File: src/rtl/pwr_wake_pkg.sv
package pwr_wake_pkg;

  // Controller steps, in the order taken on entry
  typedef enum logic [2:0] {
    PS_RUN    = 3'd0,
    PS_DISC   = 3'd1,
    PS_PLLOFF = 3'd2,
    PS_GATE   = 3'd3,
    PS_LOW    = 3'd4,
    PS_WAKE   = 3'd5
  } pwr_state_e;

endpackage

File: src/rtl/pwr_tick_cnt.sv
module pwr_tick_cnt #(
  parameter int unsigned LIMIT = 4
) (
  input  logic clk,
  input  logic rst_n,
  input  logic clear,
  input  logic tick,
  output logic hit
);
  localparam int unsigned W = (LIMIT > 1) ? $clog2(LIMIT) : 1;

  logic [W-1:0] cnt_q;

  // hit marks the tick that completes LIMIT counted ticks
  assign hit = tick && !clear && (cnt_q == W'(LIMIT - 1));

  always_ff @(posedge clk or negedge rst_n) begin
    if (!rst_n)      cnt_q <= '0;
    else if (clear)  cnt_q <= '0;
    else if (tick)   cnt_q <= hit ? '0 : cnt_q + 1'b1;
  end
endmodule

File: src/rtl/pwr_rc_startup.sv
module pwr_rc_startup #(
  parameter int unsigned START_REFS = 240,
  parameter bit          USE_RDY    = 1'b1
) (
  input  logic clk,
  input  logic rst_n,
  input  logic rc_off,
  input  logic ref_tick,
  input  logic rc_ready,
  output logic rc_up
);
  logic rc_up_q;
  logic cnt_hit;
  logic rdy_hit;

  generate
    if (USE_RDY) begin : g_rdy
      assign rdy_hit = rc_ready && !rc_off;
    end else begin : g_timeout_only
      assign rdy_hit = 1'b0;
    end
  endgenerate

  pwr_tick_cnt #(.LIMIT(START_REFS)) u_start_cnt (
    .clk   (clk),
    .rst_n (rst_n),
    .clear (rc_up_q || rc_off),
    .tick  (ref_tick),
    .hit   (cnt_hit)
  );

  always_ff @(posedge clk or negedge rst_n) begin
    if (!rst_n)                                rc_up_q <= 1'b1;
    else if (rc_off)                           rc_up_q <= 1'b0;
    else if (!rc_up_q && (cnt_hit || rdy_hit)) rc_up_q <= 1'b1;
  end

  assign rc_up = rc_up_q;
endmodule

File: src/rtl/pwr_flash_timer.sv
module pwr_flash_timer #(
  parameter int unsigned FLASH_CYC = 400
) (
  input  logic clk,
  input  logic rst_n,
  input  logic flash_off,
  input  logic rc_up,
  input  logic rc_tick,
  output logic flash_ready
);
  logic ready_q;
  logic cnt_hit;

  pwr_tick_cnt #(.LIMIT(FLASH_CYC)) u_flash_cnt (
    .clk   (clk),
    .rst_n (rst_n),
    .clear (ready_q || flash_off),
    .tick  (rc_up && rc_tick),
    .hit   (cnt_hit)
  );

  always_ff @(posedge clk or negedge rst_n) begin
    if (!rst_n)         ready_q <= 1'b1;
    else if (flash_off) ready_q <= 1'b0;
    else if (cnt_hit)   ready_q <= 1'b1;
  end

  assign flash_ready = ready_q;
endmodule

File: src/rtl/pwr_seq_fsm.sv
module pwr_seq_fsm
  import pwr_wake_pkg::*;
(
  input  logic       clk,
  input  logic       rst_n,
  input  logic       enter_req,
  input  logic       enter_pd,
  input  logic       src_main,
  input  logic       wake_irq,
  input  logic       flash_ready,
  input  logic       wake_done,
  output pwr_state_e state_q,
  output logic       pd_q,
  output logic       src_q,
  output logic       accept,
  output logic       enter_low,
  output logic       resume_q
);
  pwr_state_e state_d;

  assign accept    = (state_q == PS_RUN) && enter_req && flash_ready;
  assign enter_low = (state_q == PS_GATE) && !wake_irq;

  always_comb begin
    state_d = state_q;
    unique case (state_q)
      PS_RUN:    if (accept)   state_d = PS_DISC;
      PS_DISC:   state_d = wake_irq ? PS_RUN : PS_PLLOFF;
      PS_PLLOFF: state_d = wake_irq ? PS_RUN : PS_GATE;
      PS_GATE:   state_d = wake_irq ? PS_RUN : PS_LOW;
      PS_LOW:    if (wake_irq)  state_d = PS_WAKE;
      PS_WAKE:   if (wake_done) state_d = PS_RUN;
      default:   state_d = PS_RUN;
    endcase
  end

  always_ff @(posedge clk or negedge rst_n) begin
    if (!rst_n) begin
      state_q  <= PS_RUN;
      pd_q     <= 1'b0;
      src_q    <= 1'b0;
      resume_q <= 1'b0;
    end else begin
      state_q  <= state_d;
      resume_q <= (state_q != PS_RUN) && (state_d == PS_RUN);
      if (accept) begin
        pd_q  <= enter_pd;
        src_q <= src_main;
      end
    end
  end
endmodule

File: src/rtl/pwr_wake_seq.sv
module pwr_wake_seq
  import pwr_wake_pkg::*;
#(
  parameter int unsigned RC_WAKE_CYC   = 4,
  parameter int unsigned MAIN_WAKE_CYC = 4096,
  parameter int unsigned RC_START_REFS = 240,
  parameter int unsigned FLASH_CYC     = 400,
  parameter bit          USE_RC_READY  = 1'b1
) (
  input  logic clk,
  input  logic rst_n,
  input  logic enter_req,
  input  logic enter_pd,
  input  logic src_main,
  input  logic wake_irq,
  input  logic rc_tick,
  input  logic main_tick,
  input  logic ref_tick,
  input  logic rc_ready,
  input  logic pll_on_req,
  input  logic pll_conn_req,
  input  logic cdiv_load,
  input  logic udiv_load,
  output logic rtc_osc_en,
  output logic rc_osc_en,
  output logic main_osc_en,
  output logic pll_pwr_en,
  output logic pll_connect,
  output logic flash_en,
  output logic clk_gate_en,
  output logic cclk_div_zero,
  output logic usb_div_zero,
  output logic cpu_resume,
  output logic flash_ready
);
  pwr_state_e state_q;
  logic pd_q, src_q, accept, enter_low, resume_q;
  logic rc_up, deep_off, in_run, in_wake;
  logic rc_hit, main_hit;
  logic pll_pwr_q, pll_conn_q, cdiv_zero_q, udiv_zero_q;

  pwr_seq_fsm u_fsm (
    .clk         (clk),
    .rst_n       (rst_n),
    .enter_req   (enter_req),
    .enter_pd    (enter_pd),
    .src_main    (src_main),
    .wake_irq    (wake_irq),
    .flash_ready (flash_ready),
    .wake_done   (rc_hit || main_hit),
    .state_q     (state_q),
    .pd_q        (pd_q),
    .src_q       (src_q),
    .accept      (accept),
    .enter_low   (enter_low),
    .resume_q    (resume_q)
  );

  assign in_run   = (state_q == PS_RUN);
  assign in_wake  = (state_q == PS_WAKE);
  // Power-down removes RC and flash from the edge that enters the low state
  assign deep_off = pd_q && (enter_low || state_q == PS_LOW);

  pwr_rc_startup #(
    .START_REFS (RC_START_REFS),
    .USE_RDY    (USE_RC_READY)
  ) u_rc_start (
    .clk      (clk),
    .rst_n    (rst_n),
    .rc_off   (deep_off),
    .ref_tick (ref_tick),
    .rc_ready (rc_ready),
    .rc_up    (rc_up)
  );

  pwr_flash_timer #(.FLASH_CYC(FLASH_CYC)) u_flash (
    .clk         (clk),
    .rst_n       (rst_n),
    .flash_off   (deep_off),
    .rc_up       (rc_up),
    .rc_tick     (rc_tick),
    .flash_ready (flash_ready)
  );

  // Resume delay counters, one per latched source
  pwr_tick_cnt #(.LIMIT(RC_WAKE_CYC)) u_rc_wake (
    .clk   (clk),
    .rst_n (rst_n),
    .clear (!in_wake),
    .tick  (!src_q && rc_up && rc_tick),
    .hit   (rc_hit)
  );

  pwr_tick_cnt #(.LIMIT(MAIN_WAKE_CYC)) u_main_wake (
    .clk   (clk),
    .rst_n (rst_n),
    .clear (!in_wake),
    .tick  (src_q && main_tick),
    .hit   (main_hit)
  );

  // PLL and divider state: forced during entry, set again only by software
  always_ff @(posedge clk or negedge rst_n) begin
    if (!rst_n) begin
      pll_pwr_q   <= 1'b0;
      pll_conn_q  <= 1'b0;
      cdiv_zero_q <= 1'b1;
      udiv_zero_q <= 1'b1;
    end else begin
      if (accept)
        pll_conn_q <= 1'b0;
      else if (in_run && pll_conn_req && pll_pwr_q)
        pll_conn_q <= 1'b1;

      if (state_q == PS_DISC)
        pll_pwr_q <= 1'b0;
      else if (in_run && pll_on_req && !accept)
        pll_pwr_q <= 1'b1;

      if (state_q == PS_DISC)
        cdiv_zero_q <= 1'b1;
      else if (in_run && cdiv_load && !accept)
        cdiv_zero_q <= 1'b0;

      if (state_q == PS_DISC)
        udiv_zero_q <= 1'b1;
      else if (in_run && udiv_load && !accept)
        udiv_zero_q <= 1'b0;
    end
  end

  assign rtc_osc_en    = 1'b1;
  assign rc_osc_en     = !(pd_q && state_q == PS_LOW);
  assign flash_en      = !(pd_q && state_q == PS_LOW);
  assign main_osc_en   = (state_q != PS_LOW);
  assign clk_gate_en   = in_run || (state_q == PS_DISC) || (state_q == PS_PLLOFF);
  assign pll_pwr_en    = pll_pwr_q;
  assign pll_connect   = pll_conn_q;
  assign cclk_div_zero = cdiv_zero_q;
  assign usb_div_zero  = udiv_zero_q;
  assign cpu_resume    = resume_q;
endmodule

File: config.mk
export PLATFORM = sky130hd
export DESIGN_NAME = pwr_wake_seq
export DESIGN_NICKNAME = d
export VERILOG_FILES = /design/src/rtl/pwr_wake_pkg.sv /design/src/rtl/pwr_tick_cnt.sv /design/src/rtl/pwr_rc_startup.sv /design/src/rtl/pwr_flash_timer.sv /design/src/rtl/pwr_seq_fsm.sv /design/src/rtl/pwr_wake_seq.sv
export SDC_FILE = /design/constraint.sdc
export NUM_CORES = 1
export LEC_CHECK = 0
export ABC_AREA = 1
export ABC_CLOCK_PERIOD_IN_PS = 4520
export CELL_PAD_IN_SITES_DETAIL_PLACEMENT = 1
export CELL_PAD_IN_SITES_GLOBAL_PLACEMENT = 2
export CORE_UTILIZATION = 36
export DETAILED_ROUTE_END_ITERATION = 16
export GPL_TIMING_DRIVEN = 0
export PLACE_DENSITY = 0.83
export REMOVE_ABC_BUFFERS = 1
export SYNTH_ARGS = -nofsm -noshare
export SYNTH_HDL_FRONTEND = slang
export SYNTH_SLANG_ARGS = --single-unit
File: constraint.sdc
create_clock -name clk -period 4.52 [get_ports clk]
set_clock_uncertainty 0.2 [all_clocks]
set_input_delay 0.904 -clock clk [delete_from_list [all_inputs] [get_ports clk]]
set_output_delay 0.904 -clock clk [all_outputs]
set_load 0.05 [all_outputs]
After elaboration in Yosys (flattened, before gate mapping)
Index checks and enable logic that the tools add are counted.
{ "word_totals": {"in_bits": 14, "wordCells": 115, "regBits": 43} }
{ "op_classes": {"eq_ne": 12, "muxes": 31, "add_sub_neg": 4, "reduce_logical": 54} }
{ "op_table": {"columns": ["op", "n"], "rows": [
  ["$mux W12", 3],
  ["$logic_and A1 B1 Y1", 28],
  ["$mux W9", 3],
  ["$mux W8", 3],
  ["$pmux W3 S6", 1],
  ["$reduce_bool A2 Y1", 8],
  ["$add A12 B1 Y12 const B", 1],
  ["$eq A12 B12 Y1 const B", 1],
  ["$mux W1", 12],
  ["$mux W3", 4],
  ["$mux W2", 5],
  ["$add A9 B1 Y9 const B", 1],
  ["$eq A9 B9 Y1 const B", 1],
  ["$add A8 B1 Y8 const B", 1],
  ["$eq A8 B8 Y1 const B", 1],
  ["$logic_not A1 Y1", 8],
  ["$logic_or A1 B1 Y1", 7],
  ["$eq A3 B2 Y1 const B", 2],
  ["$eq A3 B3 Y1 const B", 2],
  ["$logic_not A3 Y1", 2],
  ["$ne A2 B1 Y1 const B", 2],
  ["$eq A3 B1 Y1 const B", 1],
  ["$ne A3 B3 Y1 const B", 1],
  ["$reduce_bool A3 Y1", 1],
  ["2 further kinds", 2]
]} }

Longest topological paths before layout
{ "logic_depth": {"ltp_word": 12, "mapped_depth": 9, "ltp_nobuf": 9} }

Modules after synthesis
From an unflattened synthesis, not the netlist that was laid out.
{ "unflattened": {"cells_unflattened": 363, "hier_area_um2": 2625.0} }
{ "by_module_without_submodules": {"columns": ["mod", "area_per_inst_um2", "seq_area_each_um2", "n_inst", "cells_per_inst"], "rows": [
  ["pwr_tick_cnt (u_main_wake)", 729.4, 300.3, 1, 101],
  ["pwr_tick_cnt (u_flash.u_flash_cnt)", 560.5, 225.2, 1, 87],
  ["pwr_tick_cnt (u_rc_start.u_start_cnt)", 505.5, 200.2, 1, 69],
  ["pwr_seq_fsm", 329.1, 150.1, 1, 41],
  ["pwr_wake_seq", 292.8, 102.6, 1, 40],
  ["pwr_tick_cnt (u_rc_wake)", 115.1, 50.0, 1, 14],
  ["pwr_flash_timer", 47.5, 26.3, 1, 6],
  ["pwr_rc_startup", 45.0, 26.3, 1, 5]
]} }

Worst setup path after synthesis
No wires, ideal clock.
{ "synth_timing": {"path_type": "reg2out", "startpoint": "register u_fsm.state_q[1]", "endpoint": "output port rc_osc_en", "t_arrival_ns": 1.553, "slack_ns": 1.863, "path_buffers": 1, "required_time_ns": 3.416, "stages_incl_launch_ff": 6, "cell_sequence": "dfrtp_1 -> nor2_1 -> nand2_2 -> inv_1 -> nand2_1 -> buf_4"} }
{ "synth_via": {"elab_chain_len": 3} }
{ "synth_lines": {"columns": ["item", "line", "source"], "rows": [
  ["start, declared", "pwr_seq_fsm.sv:12", "output pwr_state_e state_q,"],
  ["start signal, assigned", "pwr_seq_fsm.sv:44", "state_q <= state_d;"],
  ["$eq A3 B3 Y1", null, null],
  ["$logic_and A1 B1 Y1", null, null],
  ["$logic_not A1 Y1", null, null],
  ["end, declared", "pwr_wake_seq.sv:25", "output logic rc_osc_en,"]
]} }
Every way passes these cells.

Worst setup path in the final report
{ "layout_timing": {"startpoint": "register u_fsm.state_q[1]", "endpoint": "output port rc_osc_en"} }
{ "layout_via": {"elab_chain_len": 3} }
{ "layout_lines": {"columns": ["item", "line", "source"], "rows": [
  ["$eq A3 B3 Y1", "pwr_wake_seq.sv:133", "assign rc_osc_en = !(pd_q && state_q == PS_LOW);"],
  ["$logic_and A1 B1 Y1", "pwr_wake_seq.sv:133", null],
  ["$logic_not A1 Y1", "pwr_wake_seq.sv:133", null]
]} }
Every way passes these cells.

==> flow_results.xml <==
<?xml version="1.0" encoding="UTF-8"?>
<metrics>
  <group name="die">
    <metric name="area_of_the_core" unit="mm^2">0.006422</metric>
    <metric name="area_enclosed_by_the_die_boundary" unit="mm^2">0.007082</metric>
    <metric name="floorplan.io_pins" unit="">25</metric>
    <metric name="die-height" unit="um">84.16</metric>
    <metric name="initial_core_utilization" unit="">0.3783</metric>
    <metric name="row_count" unit="">29</metric>
    <metric name="chipWidth" unit="um">84.16</metric>
  </group>
  <group name="placed_design">
    <metric name="place_congestion" unit="">0.7583</metric>
    <metric name="post-dp-hpwl" unit="um">4141</metric>
    <metric name="dpl_worst_slack" unit="ps">1829</metric>
    <metric name="port_buffers" unit="">23</metric>
  </group>
  <group name="setup_path">
    <metric name="cp_max_fo" unit="">4</metric>
    <metric name="timing.rr.end" unit="">u_main_wake.cnt_q[5]</metric>
    <metric name="critPathSlowestCell" unit="">clkdlybuf4s50_1</metric>
    <metric name="r2r.worst_path.cells" unit="">6</metric>
    <metric name="ff2ff_setup_slack" unit="ps">2790</metric>
    <metric name="timing.critical_path.from" unit="">u_fsm.state_q[1]</metric>
    <metric name="critical_path.reg2reg.startpoint" unit="">u_main_wake.cnt_q[1]</metric>
    <metric name="worst-endpoint-required" unit="ps">3420</metric>
    <metric name="critPathCaptureType" unit="">output pin</metric>
    <metric name="critPathKind" unit="">flip-flop to output pin</metric>
    <metric name="startpoint_type" unit="">flip-flop</metric>
    <metric name="critical_path.endpoint" unit="">rc_osc_en</metric>
    <metric name="crit_chain" unit="">nor2_1 &gt; nand2_2 &gt; inv_1 &gt; nand2_1 &gt; clkdlybuf4s50_1</metric>
    <metric name="cpPeakStageDelay" unit="ps">710</metric>
    <metric name="cp.arrival" unit="ps">1910</metric>
  </group>
  <group name="synth">
    <metric name="synthesis.area" unit="mm^2">0.002430</metric>
    <metric name="postSynthAreaPerCell" unit="um^2">7.915</metric>
    <metric name="post_synthesis_register_bit_count" unit="">43</metric>
    <metric name="post-synth-top-area-cell" unit="">dfrtp_1</metric>
    <metric name="synth_ff_type" unit="">dfrtp_1</metric>
    <metric name="yosysWarnings" unit="">0</metric>
    <metric name="asyncSetResetFlopFracSynth" unit="">1.000</metric>
    <metric name="postSynthCellCount" unit="">307</metric>
    <metric name="synth.area.top_cells" unit="">dfrtp_1 40%, nand2_1 15%, nand3_1 6.4%, inv_1 6.2%, dfstp_2 4.3%</metric>
    <metric name="synth.top_cell.area_share" unit="">0.4016</metric>
    <metric name="count_of_unique_library_cells_instantiated_by_yosys" unit="">32</metric>
    <metric name="synth-seq-area-share" unit="">0.4449</metric>
    <metric name="number_of_enable_flip_flop_cells_after_synthesis" unit="">0</metric>
  </group>
  <group name="route">
    <metric name="drt_wl_total" unit="um">5474</metric>
    <metric name="num_vias" unit="">2071</metric>
    <metric name="drt.antenna.violating_nets" unit="">0</metric>
    <metric name="wl_per_cell" unit="um">13.22</metric>
    <metric name="drt_first_iter_violations" unit="">75</metric>
    <metric name="drt_drc_violations_left" unit="">0</metric>
    <metric name="via_per_inst" unit="">5.002</metric>
    <metric name="first_pass_iters" unit="">4</metric>
  </group>
  <group name="layout">
    <metric name="num-fill-cells" unit="">811</metric>
    <metric name="layout.core_utilization" unit="">0.4417</metric>
    <metric name="sequential_cell_area" unit="mm^2">0.001081</metric>
    <metric name="drive_above_1_share" unit="">0.08902</metric>
    <metric name="antenna_cells_inserted" unit="">0</metric>
    <metric name="multi_input_combinational_cell_area" unit="mm^2">0.001184</metric>
    <metric name="syn2layout_area_growth" unit="%">16.74</metric>
    <metric name="nNetsFinal" unit="">354</metric>
  </group>
  <group name="global_routing">
    <metric name="grt_antenna_before_repair" unit="">0</metric>
    <metric name="grt_start_max_net_pins" unit="">26</metric>
    <metric name="grt_first_pass_wirelength" unit="um">9970</metric>
    <metric name="number_of_global_route_vias_before_repair" unit="">2157</metric>
    <metric name="gr-total-overflow" unit="">0</metric>
    <metric name="grt.total_usage" unit="">0.1755</metric>
  </group>
  <group name="timing">
    <metric name="endpoints_failing_setup" unit="">0</metric>
    <metric name="final_max_slew_viol_count" unit="">0</metric>
    <metric name="post-route-min-period" unit="ps">3013</metric>
    <metric name="hold_violations" unit="">0</metric>
    <metric name="final_min_period_over_clock_period" unit="">0.6666</metric>
    <metric name="timing_worst_slew_pin_value" unit="ps">522.1</metric>
    <metric name="fmax" unit="MHz">331.9</metric>
    <metric name="relSlewSlack" unit="">0.6509</metric>
    <metric name="post-route-worst-setup-slack" unit="ps">1507</metric>
    <metric name="fin_tns_setup" unit="ps">0</metric>
    <metric name="rsz0062_at_grt" unit="">false</metric>
  </group>
  <group name="power_and_ir_drop">
    <metric name="cellPowerDensity" unit="mW/mm^2">433.6</metric>
    <metric name="leakagePower" unit="nW">1.429</metric>
    <metric name="totalPowerFinal" unit="mW">1.230</metric>
    <metric name="maximum_vdd_drop" unit="uV">174.5</metric>
  </group>
  <group name="clock_tree">
    <metric name="postCtsSetupBuffers" unit="">0</metric>
    <metric name="holdBufCountCts" unit="">0</metric>
    <metric name="clock_root_buffer_master" unit="">clkbuf_8</metric>
    <metric name="cts-buffers-inserted" unit="">5</metric>
    <metric name="clk_path_buf_depth" unit="">2</metric>
    <metric name="cts_num_sinks" unit="">43</metric>
    <metric name="cts_repair_resize_count" unit="">0</metric>
    <metric name="clock_transition_time_at_the_flip_flop_clock_pins_of_the_worst_setup_and_hold_paths" unit="ps">80</metric>
    <metric name="tritoncts" unit="">built</metric>
    <metric name="cts_h_tree_depth" unit="">2</metric>
    <metric name="worstSkewPairLatency" unit="ps">300</metric>
  </group>
  <group name="min_path">
    <metric name="hp-class" unit="">flip-flop to flip-flop</metric>
  </group>
  <group name="outcome">
    <metric name="status" unit="">complete, no violations</metric>
  </group>
  <group name="run">
    <metric name="maxCapViolCount" unit="">0</metric>
  </group>
</metrics>
-- Yosys cell counts (2+ instances only) --
| cell type | count |
|---|---|
| nand2_1 | 98 |
| inv_1 | 40 |
| dfrtp_1 | 39 |
| nand3_1 | 31 |
| nor2_1 | 19 |
| o21ai_0 | 10 |
| xor2_1 | 8 |
| a21oi_1 | 6 |
| nand4_1 | 6 |
| nor3_1 | 6 |
| dfstp_2 | 4 |
| ha_1 | 4 |
| nand2_2 | 3 |
| nor2_2 | 3 |
| o22ai_1 | 3 |
| xnor2_1 | 3 |
| buf_4 | 2 |
| nand2_4 | 2 |
| nand2_8 | 2 |
| nand3_2 | 2 |
| nand3b_1 | 2 |
| nor2_8 | 2 |
| o21ai_1 | 2 |
| o21bai_1 | 2 |
-- kinds of logic after synthesis --
| group | Yosys count | share of synthesized area |
|---|---|---|
| AO/OA/AOI/OAI | 26 | 0.06179 |
| XOR/XNOR | 11 | 0.03965 |
| adder cells (fa/ha/maj) | 4 | 0.02060 |
| buffers and inverters | 42 | 0.06797 |
| flip-flops | 43 | 0.4449 |
| other | 1 | 0.001543 |
| AND/OR/NAND/NOR | 180 | 0.3635 |
-- power by group --
| part | switching [mW] | internal (mW) |
|---|---|---|
| clock network | 0.134 | 0.110 |
| logic | 0.318 | 0.152 |
| registers | 0.0580 | 0.457 |
-- worst min-delay path by stage --
stage	start	end	slack [ps]	cells past startpoint
floorplan	u_rc_wake.cnt_q[1]	u_rc_wake.cnt_q[1]	250	2
global placement	cclk_div_zero	cclk_div_zero	260	2
detailed placement	cclk_div_zero	cclk_div_zero	280	2
CTS	cclk_div_zero	cclk_div_zero	290	2
global route	cclk_div_zero	cclk_div_zero	320	2
finish	cclk_div_zero	cclk_div_zero	290	2
-- sequential cells by signal, summed over array words and instances (netlist names), 2 cells and up --
signal                        count
u_flash.u_flash_cnt.cnt_q         9
u_fsm.state_q                     3
u_main_wake.cnt_q                12
u_rc_start.u_start_cnt.cnt_q      8
u_rc_wake.cnt_q                   2
-- worst max-delay path: cells and delay by family (launching register included) --
kind | cells | cell delay [ps]
simple gates | 3 | 390
buf+inv | 2 | 800
flops | 1 | 430
-- through the flow --
step	cells	hold slack (ps)	area, um^2
floorplan	305	253.1	2415
global placement	405	264.6	2741
detailed placement	406	277.5	2756
CTS	414	289.8	2836
global route	414	318.7	2836
finish	414	286.7	2836
-- layout make-up --
type	instances	share of cell area
Multi-Input combinational cell	222	0.4173
Sequential cell	43	0.3811
Inverter	40	0.05293
Tap cell	77	0.03397
Clock buffer	8	0.02823
Timing Repair Buffer	24	0.08646
-- per-layer routing --
layer / share of wire / vias to the layer above / GRT usage
met5: 0 / - / 0
met4: 0.0097 / 0 / 0.05172
met3: 0.020 / 5 / 0.03540
met2: 0.47 / 17 / 0.2928
met1: 0.50 / 1014 / 0.2310
li1: - / 1035 / -
-- cells in the final DEF, fill, tap and decap left out, drive strengths merged --
cell type and instances:
a21boi 1, a21oi 6, a31oi 1, buf 2, clkbuf 8, clkdlybuf4s50 22
conb 1, dfrtp 39, dfstp 4, ha 4, inv 40, nand2 105
nand3 33, nand3b 2, nand4 7, nor2 25, nor3 7, o21ai 12
o21bai 2, o22a 1, o22ai 3, or2 1, xnor2 3, xor2 8
No activity file was read; power rests on OpenSTA's default activity.
